--- config.mk ---
export PLATFORM = sky130hd
export DESIGN_NAME = tckg_top
export DESIGN_NICKNAME = d
export VERILOG_FILES = /design/src/rtl/tckg_pkg.sv /design/src/rtl/tckg_half_cnt.sv /design/src/rtl/tckg_step_hold.sv /design/src/rtl/tckg_edge_ctl.sv /design/src/rtl/tckg_top.sv
export SDC_FILE = /design/constraint.sdc
export NUM_CORES = 1
export LEC_CHECK = 0
export CORE_UTILIZATION = 46
export CTS_CLUSTER_DIAMETER = 40
export DETAILED_ROUTE_END_ITERATION = 10
export PLACE_DENSITY = 0.73
export RECOVER_POWER = 100
export SYNTH_ARGS = -nofsm -noshare
export SYNTH_HDL_FRONTEND = slang
export SYNTH_SLANG_ARGS = --single-unit
--- constraint.sdc ---
create_clock -name clk_i -period 1.8 [get_ports clk_i]
set_input_delay 0.18 -clock clk_i [delete_from_list [all_inputs] [get_ports clk_i]]
set_output_delay 0.18 -clock clk_i [all_outputs]
set_load 0.01 [all_outputs]
--- src/rtl/tckg_pkg.sv ---
package tckg_pkg;
  typedef enum logic [1:0] {
    TCK_FREE  = 2'd0,
    TCK_GATED = 2'd1,
    TCK_STEP  = 2'd2,
    TCK_HOLD  = 2'd3
  } tck_mode_e;
endpackage

--- src/rtl/tckg_half_cnt.sv ---
// Half-period down counter: expire_o when the current half is done or idle.
module tckg_half_cnt #(
  parameter int W = 8
) (
  input  logic         clk_i,
  input  logic         rst_ni,
  input  logic         load_i,
  input  logic [W-1:0] load_val_i,
  output logic         expire_o
);
  logic [W-1:0] cnt_q;

  always_ff @(posedge clk_i or negedge rst_ni) begin
    if (!rst_ni)             cnt_q <= '0;
    else if (load_i)         cnt_q <= load_val_i;
    else if (cnt_q != '0)    cnt_q <= cnt_q - 1'b1;
  end

  assign expire_o = (cnt_q == '0);
endmodule

--- src/rtl/tckg_step_hold.sv ---
// One-deep record of host step requests.
module tckg_step_hold (
  input  logic clk_i,
  input  logic rst_ni,
  input  logic step_i,
  input  logic step_mode_i,
  input  logic launch_i,
  input  logic drop_i,
  output logic pend_o
);
  logic pend_q;

  always_ff @(posedge clk_i or negedge rst_ni) begin
    if (!rst_ni) pend_q <= 1'b0;
    else         pend_q <= (pend_q & ~(launch_i | drop_i)) | (step_i & step_mode_i);
  end

  assign pend_o = pend_q;
endmodule

--- src/rtl/tckg_edge_ctl.sv ---
module tckg_edge_ctl
  import tckg_pkg::*;
#(
  parameter int W = 8
) (
  input  logic         clk_i,
  input  logic         rst_ni,
  input  tck_mode_e    mode_i,
  input  logic [W-1:0] div_i,
  input  logic         run_i,
  input  logic         pend_i,
  input  logic         expire_i,
  output logic         load_o,
  output logic [W-1:0] load_val_o,
  output logic         launch_o,
  output logic         drop_o,
  output logic [W-1:0] div_q_o,
  output logic         tck_o,
  output logic         rise_o,
  output logic         fall_o
);
  logic         tck_q, rise_q, fall_q;
  logic [W-1:0] div_q;
  logic         decide, want, start, stop;

  // decision point: low half complete (or idle) at rest level
  assign decide = ~tck_q & expire_i;
  assign stop   =  tck_q & expire_i;

  always_comb begin
    unique case (mode_i)
      TCK_FREE:  want = 1'b1;
      TCK_GATED: want = run_i;
      TCK_STEP:  want = pend_i;
      default:   want = 1'b0;
    endcase
  end

  assign start      = decide & want;
  assign load_o     = start | stop;
  assign load_val_o = start ? div_i : div_q;
  assign launch_o   = start & (mode_i == TCK_STEP);
  assign drop_o     = decide & (mode_i != TCK_STEP);

  always_ff @(posedge clk_i or negedge rst_ni) begin
    if (!rst_ni) begin
      tck_q  <= 1'b0;
      rise_q <= 1'b0;
      fall_q <= 1'b0;
      div_q  <= '0;
    end else begin
      if (start)     tck_q <= 1'b1;
      else if (stop) tck_q <= 1'b0;
      rise_q <= start;
      fall_q <= stop;
      if (decide)    div_q <= div_i;
    end
  end

  assign div_q_o = div_q;
  assign tck_o   = tck_q;
  assign rise_o  = rise_q;
  assign fall_o  = fall_q;
endmodule

--- src/rtl/tckg_top.sv ---
module tckg_top
  import tckg_pkg::*;
#(
  parameter int DIV_W = 8
) (
  input  logic             clk_i,
  input  logic             rst_ni,
  input  logic [1:0]       mode_i,
  input  logic [DIV_W-1:0] div_i,
  input  logic             run_i,
  input  logic             step_i,
  output logic             tck_o,
  output logic             tck_rise_o,
  output logic             tck_fall_o
);
  tck_mode_e        mode;
  logic             load, launch, drop, pend, expire;
  logic [DIV_W-1:0] load_val;
  logic [DIV_W-1:0] cur_div;

  assign mode = tck_mode_e'(mode_i);

  tckg_half_cnt #(.W(DIV_W)) u_cnt (
    .clk_i      (clk_i),
    .rst_ni     (rst_ni),
    .load_i     (load),
    .load_val_i (load_val),
    .expire_o   (expire)
  );

  tckg_step_hold u_step (
    .clk_i       (clk_i),
    .rst_ni      (rst_ni),
    .step_i      (step_i),
    .step_mode_i (mode == TCK_STEP),
    .launch_i    (launch),
    .drop_i      (drop),
    .pend_o      (pend)
  );

  tckg_edge_ctl #(.W(DIV_W)) u_ctl (
    .clk_i      (clk_i),
    .rst_ni     (rst_ni),
    .mode_i     (mode),
    .div_i      (div_i),
    .run_i      (run_i),
    .pend_i     (pend),
    .expire_i   (expire),
    .load_o     (load),
    .load_val_o (load_val),
    .launch_o   (launch),
    .drop_o     (drop),
    .div_q_o    (cur_div),
    .tck_o      (tck_o),
    .rise_o     (tck_rise_o),
    .fall_o     (tck_fall_o)
  );
endmodule

==> tab_implementation.tex <==
\begin{tabular}{lr}
\hline
Metric & Value \\
\hline
\multicolumn{2}{l}{\textbf{Cells and area}} \\
Fraction of layout instances using a drive strength above 1 & 0.2583 \\
Most common cell after layout, fill and taps aside & sky130\_fd\_sc\_hd\_\_dfrtp\_1 \\
Post-Layout Cell Count & 147 \\
Layout area overhead & 29.44\% \\
Number of nets at the end of the flow & 136 \\
Diode insertion count for antenna repair & 0 \\
FILL cells & 157 \\
Commonest cells after routing, fill and taps aside & sky130\_fd\_sc\_hd\_\_dfrtp\_1, sky130\_fd\_sc\_hd\_\_clkdlybuf4s50\_1, sky130\_fd\_sc\_hd\_\_buf\_4 \\
\multicolumn{2}{l}{\textbf{Worst setup path}} \\
Highest net fanout along the worst path & 6 \\
CP endpoint kind & flip-flop \\
Data required time at the worst endpoint & 2.00 ns \\
Critical path start-end classification & flip-flop to flip-flop \\
Worst EP arrival & 1.97 ns \\
Critical path startpoint category & flip-flop \\
\multicolumn{2}{l}{\textbf{Detailed routing}} \\
Number of violations reported at the end of detailed-routing iteration 0 & 10 \\
Number of antenna-violating nets in the routed design & 0 \\
Total Wirelength & 2271 um \\
Via density per instance & 5.401 \\
Drt wl/cell & 15.45 um \\
Total iterations of the first detailed-routing run & 4 \\
Overall via count from detail\_route & 794 \\
Final routed DRC violation total & 0 \\
\multicolumn{2}{l}{\textbf{Floorplanning}} \\
Width of the die & 49.77 um \\
Number of I/O pins & 17 \\
Placeable core region & 0.002062 mm\^{}2 \\
Die area & 0.002477 mm\^{}2 \\
Row cnt & 16 \\
Initial Util & 0.5091 \\
Die Y & 49.77 um \\
\multicolumn{2}{l}{\textbf{CTS}} \\
Register clock-pin slew on the reported worst setup and hold paths & 0.11 ns \\
CTS Root Buffer Type & sky130\_fd\_sc\_hd\_\_clkbuf\_4 \\
TritonCTS clock tree & done \\
Total number of clock tree sinks & 20 \\
Worst-skew pair later-pin latency & 0.31 ns \\
Buffer depth of the longest clock path & 2 \\
Clock buffers created by TritonCTS & 3 \\
Number of H-tree levels & 1 \\
\multicolumn{2}{l}{\textbf{Yosys}} \\
Area share of the leading cell type in the synthesized netlist & 0.4768 \\
Number of nets produced by synthesis & 107 \\
Top post-synthesis cells by area & sky130\_fd\_sc\_hd\_\_dfrtp\_1, sky130\_fd\_sc\_hd\_\_mux2\_4, sky130\_fd\_sc\_hd\_\_mux2i\_1 \\
Post-synthesis instance total & 92 \\
Post-synth top area cell & sky130\_fd\_sc\_hd\_\_dfrtp\_1 \\
Sequential element share of the synthesized area & 0.4768 \\
Yosys warning total & 0 \\
Count of state elements after synthesis & 20 \\
Post-Syn Area & 0.001050 mm\^{}2 \\
Count of distinct cell types in the synthesized netlist & 38 \\
Average cell area after synthesis & 11.41 um\^{}2 \\
\multicolumn{2}{l}{\textbf{GRT}} \\
GR Overflow Total & 0 \\
Pin count of the biggest net entering global routing & 21 \\
Number of global-route vias before repair & 836 \\
GRT Total Usage & 0.2072 \\
Initial antenna violation count & 0 \\
First-pass GRT wire length & 3795 um \\
\multicolumn{2}{l}{\textbf{Placed design}} \\
Last weighted congestion value of the routability-driven placer & 0.7878 \\
Placed Instances & 140 \\
Port Buf Inserts & 16 \\
Detailed placement HPWL & 1572 um \\
\multicolumn{2}{l}{\textbf{Pwr}} \\
Clk pwr share & 0.173 \\
Total power of the final layout & 1.531 mW \\
Standby leakage power & 0.6265 nW \\
Combinational power share & 0.351 \\
Peak VDD IR & 0.0007179 V \\
Reg power frac & 0.477 \\
Switching power of the nets & 0.5546 mW \\
Power density cells & 1127 mW/mm\^{}2 \\
Internal Power & 0.9763 mW \\
Proportion of total power due to net switching & 0.3622 \\
\multicolumn{2}{l}{\textbf{Outcome}} \\
Outcome & completed \\
\multicolumn{2}{l}{\textbf{STA}} \\
Final setup viols & 0 \\
Final worst path period share & 0.9804 \\
Crit path time final & 1.765 ns \\
Max Fclk & 0.5667 GHz \\
Hold violation count in the final report & 0 \\
TNS Setup & 0 ns \\
Final Max Tran Viols & 0 \\
Slew at the pin closest to its max-slew limit & 1.084 ns \\
Relative max-transition margin & 0.2775 \\
Final clock skew & 0.001257 ns \\
\multicolumn{2}{l}{\textbf{Run}} \\
Max cap viols & 0 \\
\multicolumn{2}{l}{\textbf{Worst hold path}} \\
Hold WC Path Type & primary input to flip-flop \\
\hline
\end{tabular}
==> layout make-up <==
cell class	count	area (um^2)	share of cell area
clock buffer	4	36.28	0.02670
sequential	20	501.7	0.3692
multi-input combinational	63	514.2	0.3785
tap	27	33.78	0.02486
timing repair buffer	28	254.0	0.1869
inverter	5	18.77	0.01381
==> worst paths after layout <==
kind	start	slack [ns]	to	depth (start not counted)
setup / recovery	u_cnt.cnt_q[1]$_DFFE_PN0P_	0.04	u_ctl.div_q_o[3]$_DFFE_PN0P_	7
hold / removal	step_i	0.43	u_step.pend_o$_DFF_PN0_	3
setup reg to reg	u_cnt.cnt_q[1]$_DFFE_PN0P_	0.04	u_ctl.div_q_o[3]$_DFFE_PN0P_	7
hold reg to reg	u_ctl.div_q_o[1]$_DFFE_PN0P_	0.53	u_ctl.div_q_o[1]$_DFFE_PN0P_	1
max in group asynchronous	rst_ni	0.50	u_ctl.tck_o$_DFFE_PN0N_	2
min in group asynchronous	rst_ni	0.57	u_ctl.rise_o$_DFF_PN0_	2
==> through the flow <==
step | worst slack, ns | util | hold WS, ns | instance area (um^2)
6_report | 0.03530 | 0.6590 | 0.4319 | 1359
5_1_grt | -0.01678 | 0.6590 | 0.4754 | 1359
4_1_cts | 0.008880 | 0.6396 | 0.2027 | 1319
3_5_place_dp | 0.02417 | 0.6220 | 0.5002 | 1282
3_3_place_gp | 0.1019 | 0.6220 | 0.4949 | 1282
2_1_floorplan | 0.1037 | - | -0.1156 | 1050
==> worst max-delay path, cell delays in order (launching register included) <==
cell and delay (ns):
sky130_fd_sc_hd__dfrtp_1 0.41, sky130_fd_sc_hd__inv_1 0.10, sky130_fd_sc_hd__ha_4 0.15, sky130_fd_sc_hd__nor4b_4 0.26
sky130_fd_sc_hd__nand2_4 0.10, sky130_fd_sc_hd__nor2_4 0.16, sky130_fd_sc_hd__buf_6 0.16, sky130_fd_sc_hd__mux2_4 0.30
==> cell families (layout without fill, tap and decap cells) <==
logic type               Yosys count  after routing  share of synthesized area
adder cells (fa/ha/maj)            1              1                    0.01192
AO/OA/AOI/OAI                     16             16                    0.09656
buffers and inverters              9             37                    0.04529
AND/OR/NAND/NOR                   31             31                     0.1955
XOR/XNOR                           3              3                    0.02503
flip-flops                        20             20                     0.4768
multiplexers                      12             12                     0.1490
==> per-layer routing <==
metal,vias to the layer above,GRT usage,share of wire
li1,384,-,-
met1,388,0.2529,0.45
met2,17,0.3626,0.50
met3,5,0.01852,0.030
met4,0,0.1000,0.018
met5,-,0,0
==> timing repair <==
action                     CTS  global route
hold buffers                 0             0
buffers inserted             0             3
gates resized for setup      0             5
setup endpoints to repair    0             9
==> state kept, by name (all words and copies together) (netlist names) <==
name,count
u_cnt.cnt_q,8
u_ctl.div_q_o,8
u_ctl.fall_o,1
u_ctl.rise_o,1
u_ctl.tck_o,1
u_step.pend_o,1
==> power groups by stage <==
stage,clock [mW],sequential (mW),combinational [mW]
floorplan,0,0.702,0.301
global placement,0,0.733,0.462
detailed placement,0,0.738,0.476
CTS,0.272,0.729,0.477
global route,0.287,0.745,0.599
finish,0.264,0.730,0.537
==> cell usage after synthesis <==
cell type,count
sky130_fd_sc_hd__nor4_1,1
sky130_fd_sc_hd__inv_1,5
sky130_fd_sc_hd__buf_8,1
sky130_fd_sc_hd__dfrtp_1,20
sky130_fd_sc_hd__o21ai_0,1
sky130_fd_sc_hd__nor2_4,1
sky130_fd_sc_hd__nor2_2,1
sky130_fd_sc_hd__mux2_2,1
sky130_fd_sc_hd__a211oi_1,1
sky130_fd_sc_hd__nor3_2,1
sky130_fd_sc_hd__buf_2,2
sky130_fd_sc_hd__nor2b_1,2
sky130_fd_sc_hd__a21oi_1,7
sky130_fd_sc_hd__nor4b_1,1
sky130_fd_sc_hd__nor3b_1,1
sky130_fd_sc_hd__nand2_1,5
sky130_fd_sc_hd__o22ai_1,1
sky130_fd_sc_hd__xor2_1,1
sky130_fd_sc_hd__nor2_1,4
sky130_fd_sc_hd__nand3_1,4
sky130_fd_sc_hd__xnor2_1,2
sky130_fd_sc_hd__o31ai_1,1
sky130_fd_sc_hd__a221oi_1,2
sky130_fd_sc_hd__nand2_4,1
sky130_fd_sc_hd__mux2i_1,4
sky130_fd_sc_hd__and2_1,1
sky130_fd_sc_hd__or4_4,1
sky130_fd_sc_hd__and2_0,1
sky130_fd_sc_hd__nor3_1,3
sky130_fd_sc_hd__a311oi_1,1
sky130_fd_sc_hd__nand2b_1,1
sky130_fd_sc_hd__or3b_1,1
sky130_fd_sc_hd__nor4b_4,1
sky130_fd_sc_hd__ha_1,1
sky130_fd_sc_hd__a31oi_1,1
sky130_fd_sc_hd__mux2_4,7
sky130_fd_sc_hd__a22oi_1,1
sky130_fd_sc_hd__clkbuf_1,1
Note: power is estimated with default switching activity, not from simulation.
